==> src/rtl/mfa_pkg.sv <==
// Shared types of the MAC-side port adapter.
package mfa_pkg;

    // Receive sequencer states.
    typedef enum logic [1:0] {
        RX_IDLE = 2'd0,   // no packet, outputs quiet
        RX_LOCK = 2'd1,   // 10 Mbit/s carrier seen, waiting for clock recovery
        RX_DATA = 2'd2    // nibbles flowing to the MAC
    } rx_state_e;

    // Operating mode applied to the data paths.
    typedef struct packed {
        logic slow;  // 10 Mbit/s
        logic five;  // five-bit symbol pass-through
    } port_mode_t;

endpackage

==> src/rtl/mfa_mode_ctl.sv <==
// Mode control: turns the speed and bypass requests into the mode the data
// paths use. Five-bit mode is refused at 10 Mbit/s. A new request is taken
// up only while the receiver reports idle; otherwise the held mode stays.
// Assumes: rx_idle comes from a register of the receive path.
module mfa_mode_ctl
    import mfa_pkg::*;
(
    input  logic       clk,
    input  logic       rst_n,
    input  logic       rx_idle,
    input  logic       sel_slow,
    input  logic       sel_bypass,
    output port_mode_t mode_now,
    output port_mode_t mode_q
);

    port_mode_t req;

    // Legal mode from the request pins; bypass falls back at low speed.
    always_comb begin
        req.slow = sel_slow;
        req.five = sel_bypass & ~sel_slow;
    end

    // Mode used at this edge: the request when idle, the held one otherwise.
    always_comb begin
        mode_now = rx_idle ? req : mode_q;
    end

    // Hold the applied mode; reset returns to 100 Mbit/s nibble mode.
    always_ff @(negedge clk) begin
        if (!rst_n) mode_q <= '0;
        else        mode_q <= mode_now;
    end

endmodule

==> src/rtl/mfa_rx_path.sv <==
// Receive path: sequences a packet from the core toward the MAC and gates
// the outputs by mode and link state. All outputs are registered on the
// falling clock edge. In five-bit mode the sequencer stays idle and
// symbols pass straight through. Assumes rx_start/rx_end are one-cycle
// strobes and rx_end is not raised on the start cycle.
module mfa_rx_path
    import mfa_pkg::*;
#(
    parameter int NIB_W = 4
) (
    input  logic             clk,
    input  logic             rst_n,
    input  port_mode_t       mode_now,
    input  logic             link_up,
    input  logic             rx_start,
    input  logic             rx_end,
    input  logic             rx_err,
    input  logic             rx_lock,
    input  logic             rx_coll,
    input  logic [NIB_W:0]   rx_sym,
    output logic [NIB_W-1:0] rxd,
    output logic             rx_dv,
    output logic             rx_er,
    output logic             crs,
    output logic             col,
    output logic             rx_idle
);

    rx_state_e        st_q, st_n;
    logic [NIB_W-1:0] rxd_n;
    logic             dv_n, er_n, crs_n, col_n;
    logic [NIB_W-1:0] nib;
    logic             sym_top;

    assign nib     = rx_sym[NIB_W-1:0];
    assign sym_top = rx_sym[NIB_W];

    // Next state and next output values for the coming falling edge.
    always_comb begin
        st_n  = st_q;
        rxd_n = '0;
        dv_n  = 1'b0;
        er_n  = 1'b0;
        crs_n = 1'b0;
        col_n = 1'b0;
        if (mode_now.five) begin
            st_n  = RX_IDLE;
            crs_n = link_up;
            if (link_up) begin
                rxd_n = nib;
                er_n  = sym_top;
            end
        end else begin
            col_n = rx_coll;
            if (!link_up) begin
                st_n = RX_IDLE;
            end else begin
                unique case (st_q)
                    RX_IDLE: begin
                        if (rx_start) begin
                            if (mode_now.slow && !rx_lock) begin
                                st_n  = RX_LOCK;
                                crs_n = 1'b1;
                            end else begin
                                st_n  = RX_DATA;
                                crs_n = 1'b1;
                                dv_n  = 1'b1;
                                rxd_n = nib;
                                er_n  = rx_err & ~mode_now.slow;
                            end
                        end
                    end
                    RX_LOCK: begin
                        if (rx_end) begin
                            st_n = RX_IDLE;
                        end else if (rx_lock) begin
                            st_n  = RX_DATA;
                            crs_n = 1'b1;
                            dv_n  = 1'b1;
                            rxd_n = nib;
                        end else begin
                            crs_n = 1'b1;
                        end
                    end
                    RX_DATA: begin
                        if (rx_end) begin
                            st_n = RX_IDLE;
                        end else begin
                            crs_n = 1'b1;
                            dv_n  = 1'b1;
                            rxd_n = nib;
                            er_n  = rx_err & ~mode_now.slow;
                        end
                    end
                    default: st_n = RX_IDLE;
                endcase
            end
        end
    end

    // Register state and outputs on the falling edge; reset clears all.
    always_ff @(negedge clk) begin
        if (!rst_n) begin
            st_q  <= RX_IDLE;
            rxd   <= '0;
            rx_dv <= 1'b0;
            rx_er <= 1'b0;
            crs   <= 1'b0;
            col   <= 1'b0;
        end else begin
            st_q  <= st_n;
            rxd   <= rxd_n;
            rx_dv <= dv_n;
            rx_er <= er_n;
            crs   <= crs_n;
            col   <= col_n;
        end
    end

    // Idle flag for the mode control.
    assign rx_idle = (st_q == RX_IDLE);

endmodule

==> src/rtl/mfa_tx_path.sv <==
// Transmit path: forms the word for the encoder from the MAC inputs.
// Nibble mode forwards data under the enable and drops the error flag at
// 10 Mbit/s; five-bit mode ignores the enable and uses the error line as
// symbol bit 4. Registered on the falling clock edge like the receive side.
module mfa_tx_path
    import mfa_pkg::*;
#(
    parameter int NIB_W = 4
) (
    input  logic             clk,
    input  logic             rst_n,
    input  port_mode_t       mode_now,
    input  logic [NIB_W-1:0] tx_data,
    input  logic             tx_en,
    input  logic             tx_er,
    output logic [NIB_W:0]   enc_data,
    output logic             enc_valid,
    output logic             enc_err
);

    logic [NIB_W:0] data_n;
    logic           valid_n, err_n;

    // Select the encoder word by mode.
    always_comb begin
        if (mode_now.five) begin
            data_n  = {tx_er, tx_data};
            valid_n = 1'b1;
            err_n   = 1'b0;
        end else begin
            data_n  = tx_en ? {1'b0, tx_data} : '0;
            valid_n = tx_en;
            err_n   = tx_en & tx_er & ~mode_now.slow;
        end
    end

    // Register the encoder word; reset clears it.
    always_ff @(negedge clk) begin
        if (!rst_n) begin
            enc_data  <= '0;
            enc_valid <= 1'b0;
            enc_err   <= 1'b0;
        end else begin
            enc_data  <= data_n;
            enc_valid <= valid_n;
            enc_err   <= err_n;
        end
    end

endmodule

==> src/rtl/phy_mac_port.sv <==
// MAC-side port adapter of a Fast Ethernet PHY: mode control, receive
// path and transmit path sharing one clock, all registered on its falling
// edge. Assumes the core's inputs change away from the falling edge.
module phy_mac_port
    import mfa_pkg::*;
#(
    parameter int NIB_W = 4
) (
    input  logic             clk,
    input  logic             rst_n,
    input  logic             sel_slow,
    input  logic             sel_bypass,
    input  logic             link_up,
    input  logic             rx_start,
    input  logic             rx_end,
    input  logic             rx_err,
    input  logic             rx_lock,
    input  logic             rx_coll,
    input  logic [NIB_W:0]   rx_sym,
    input  logic [NIB_W-1:0] tx_data,
    input  logic             tx_en,
    input  logic             tx_er,
    output logic [NIB_W-1:0] rxd,
    output logic             rx_dv,
    output logic             rx_er,
    output logic             crs,
    output logic             col,
    output logic [NIB_W:0]   enc_data,
    output logic             enc_valid,
    output logic             enc_err
);

    port_mode_t mode_now, mode_q;
    logic       rx_idle;
    logic       slow_q, five_q;

    assign slow_q = mode_q.slow;
    assign five_q = mode_q.five;

    mfa_mode_ctl u_mode (
        .clk        (clk),
        .rst_n      (rst_n),
        .rx_idle    (rx_idle),
        .sel_slow   (sel_slow),
        .sel_bypass (sel_bypass),
        .mode_now   (mode_now),
        .mode_q     (mode_q)
    );

    mfa_rx_path #(.NIB_W(NIB_W)) u_rx (
        .clk      (clk),
        .rst_n    (rst_n),
        .mode_now (mode_now),
        .link_up  (link_up),
        .rx_start (rx_start),
        .rx_end   (rx_end),
        .rx_err   (rx_err),
        .rx_lock  (rx_lock),
        .rx_coll  (rx_coll),
        .rx_sym   (rx_sym),
        .rxd      (rxd),
        .rx_dv    (rx_dv),
        .rx_er    (rx_er),
        .crs      (crs),
        .col      (col),
        .rx_idle  (rx_idle)
    );

    mfa_tx_path #(.NIB_W(NIB_W)) u_tx (
        .clk       (clk),
        .rst_n     (rst_n),
        .mode_now  (mode_now),
        .tx_data   (tx_data),
        .tx_en     (tx_en),
        .tx_er     (tx_er),
        .enc_data  (enc_data),
        .enc_valid (enc_valid),
        .enc_err   (enc_err)
    );

endmodule

==> config.mk <==
export PLATFORM = sky130hd
export DESIGN_NAME = phy_mac_port
export DESIGN_NICKNAME = d
export VERILOG_FILES = /design/src/rtl/mfa_pkg.sv /design/src/rtl/mfa_mode_ctl.sv /design/src/rtl/mfa_rx_path.sv /design/src/rtl/mfa_tx_path.sv /design/src/rtl/phy_mac_port.sv
export SDC_FILE = /design/constraint.sdc
export NUM_CORES = 1
export LEC_CHECK = 0
export BUFFER_PORTS_ARGS = -buffer_cell sky130_fd_sc_hd__buf_4
export CAP_MARGIN = 10
export CORE_MARGIN = 2
export CORE_UTILIZATION = 47
export DETAILED_ROUTE_END_ITERATION = 8
export PLACE_DENSITY = 0.8
export REMOVE_ABC_BUFFERS = 1
export SLEW_MARGIN = 20
export SYNTH_ARGS = -nofsm -noshare
export SYNTH_HDL_FRONTEND = slang
export SYNTH_HIERARCHICAL = 1
export SYNTH_SLANG_ARGS = --single-unit
==> constraint.sdc <==
create_clock -name clk -period 3.4 [get_ports clk]
set_input_delay 0 -clock clk [delete_from_list [all_inputs] [get_ports clk]]
set_output_delay 0 -clock clk [all_outputs]
set_load 0.03 [all_outputs]
==> run summary <==
Status -> complete, no violations
Ys Warns -> 6
Post-synth cell types -> 27
Detail Route Antenna Nets -> 0
Fin nets -> 158
Number of global-route vias before repair -> 690
Worst path bufs/invs -> 1
Crit. End Element -> register
Slew Viols, Final -> 0
Critical Path Max Stage Delay -> 0.27 ns
Die area -> 1986 um2
RSZ-0062 raised after global routing -> false
Final Hold Violating Endpoints -> 0
Worst skew pair latency -> 0.36 ns
Root Driver -> clkbuf_4
Post-Route WL -> 1.718 mm
Initial core utilization -> 50.74%
Routed len/inst -> 11.61 um
Startpoint Class -> input pin
Fin Setup TNS -> 0 ns
I/O pin count -> 36
Seq cells post-synth -> 19
Post_cts resized -> 0
Final setup violation count -> 0
CP Max Fanout -> 4
Most frequent cells in the layout -> buf_4, inv_1, dfxtp_1
Most common cell after layout, fill and taps aside -> buf_4
Vias -> 722
Input/output buffers -> 35
Least-Margin Pin Slew -> 0.3774 ns
Cell row count -> 14
Initial antenna violation count -> 0
CTS clk-pin slew, worst paths -> 0.04 ns
Core Area -> 1524 um2
First-pass GRT wire length -> 2.608 mm
Leakage power -> 0.6280 nW
Critical-path cell list -> buf_4, mux2_4, nor2b_1, o22a_1, o21bai_1, and3_1
Met1 usage -> 19.08%
Met3 Use GR -> 8.980%
Worst Hold Class -> reg2reg
Routability Congestion -> 0.8390
Diodes inserted -> 0
Share of cells above drive strength 1 -> 33.33%
Power, Total -> 0.0005171 W
CTS Buffer Depth -> 2
CTS H-Tree Depth -> 1
Flop-to-flop setup slack -> 1.39 ns
WS Path Type -> in2reg
Num CTS Buffers -> 3
VDD IR-drop max -> 276.1 uV
Final HPWL DP -> 1.338 mm
Routing usage on met2 -> 28.99%
Total track usage -> 18.26%
Post-CTS Hold Fix Bufs -> 0
Post-CTS setup buffers -> 0
DIE HEIGHT -> 44.56 um
Pwr per Cell Area -> 454.2 nW/um2
Critical path required time -> 1.99 ns
Cell Area, Synth -> 773.2 um2
GR Overflow Total -> 0
Num Clock Sinks -> 19
Post-synth EDFFs -> 0
Post-synthesis sequential area ratio -> 49.19%
CP delay by family, top -> compound AO/OA/AOI/OAI gates
Largest net degree at the start of global routing -> 12
Die width -> 44.56 um
Prevailing post-synth register cell -> dfxtp_1
Max Cap Viol -> 0
Slew HR -> 74.78%
First-pass DRT Iterations -> 4
Async set-reset flop share out of synthesis -> 0%
Iteration-0 DRC count of the detailed router -> 24
CTS tree -> yes
Most Used Layer, Global Route -> met2
Slowest CP cell -> mux2_4
Fin Clk Skew -> 0.01229 ns
Crit path DAT -> 1.19 ns
Drt drc -> 0
Area growth, synth to finish -> 47.25%
Post-synthesis average cell area -> 9.913 um2
Mapped Cells -> 78
DR vias/cell -> 4.878
-- through the flow --
| stage | hold slack (ns) | area (um2) | std cells | setup WS, ns | utilization, % |
|---|---|---|---|---|---|
| 2_1_floorplan | 0.4635 | 769.5 | 77 | 0.7051 | - |
| 3_3_place_gp | 0.4797 | 1052 | 128 | 0.5356 | 69.05 |
| 3_5_place_dp | 0.4850 | 1052 | 128 | 0.4788 | 69.05 |
| 4_1_cts | 0.4910 | 1139 | 148 | 0.8498 | 74.71 |
| 5_1_grt | 0.5154 | 1139 | 148 | 0.7835 | 74.71 |
| 6_report | 0.4887 | 1139 | 148 | 0.7965 | 74.71 |
-- area by class of cell --
type / count / area, um2
fill: 119 / 385.4
sequential: 19 / 380.4
multi-input combinational: 50 / 359.1
timing repair buffer: 35 / 262.8
clock inverter: 20 / 75.07
clock buffer: 3 / 22.52
tap: 16 / 20.02
inverter: 5 / 18.77
-- worst register-to-register path, stage by stage (launching register included) --
cell      delay, ns
dfxtp_1        0.40
inv_1          0.09
ha_1           0.30
mux2_4         0.35
nor2b_1        0.16
o22a_1         0.22
o21bai_1       0.24
and3_1         0.20
-- synthesized netlist by cell type, types with 2 or more instances --
cell,count,area [um2]
inv_1,8,30.03
and3_1,5,31.28
dfxtp_1,19,380.4
and2_1,4,25.02
nand2_1,6,22.52
and2_4,2,17.52
ha_1,4,50.05
nor2_1,7,26.28
nand2b_1,3,18.77
a21oi_1,3,15.01
-- power by group --
group / switching, W / leakage [nW] / internal (W) / total [W]
Sequential: 0.00000340 / 0.156 / 0.000235 / 0.000238
Combinational: 0.0000480 / 0.352 / 0.0000439 / 0.0000919
Clock: 0.000116 / 0.120 / 0.0000714 / 0.000187
Total: 0.000167 / 0.628 / 0.000350 / 0.000517
-- logic make-up after synthesis --
| kind of cell | count (synthesis) | synth area share (%) |
|---|---|---|
| mux | 1 | 1.941 |
| simple gates | 32 | 22.98 |
| buf+inv | 9 | 4.369 |
| compound gates | 13 | 15.05 |
| flops | 19 | 49.19 |
| fa+ha+maj | 4 | 6.473 |
-- path summary, 6_finish.rpt --
check	startpoint	end	depth (start not counted)
worst min register to register	u_mode/mode_q[0]	u_mode/mode_q[0]	2
worst min-delay path	u_mode/mode_q[0]	u_mode/mode_q[0]	2
worst max-delay path	sel_slow	u_rx/rxd[2]	6
worst max register to register	u_rx/st_q[0]	u_rx/rxd[2]	7
-- routing by layer --
layer,wire length [um],vias to the layer above
met2,842,30
met5,0,-
li1,-,371
met1,739,319
met4,8,0
met3,129,2
-- flip-flops by register name, summed over array words and instances (netlist names) --
name and flops:
u_rx/rx_er 1, u_tx/enc_err 1, u_rx/rxd 4, u_rx/col 1, u_tx/enc_data 5, u_rx/st_q 2, u_mode/mode_q 2, u_rx/rx_dv 1
u_rx/crs 1, u_tx/enc_valid 1
Power figures use the tool's default switching activity.
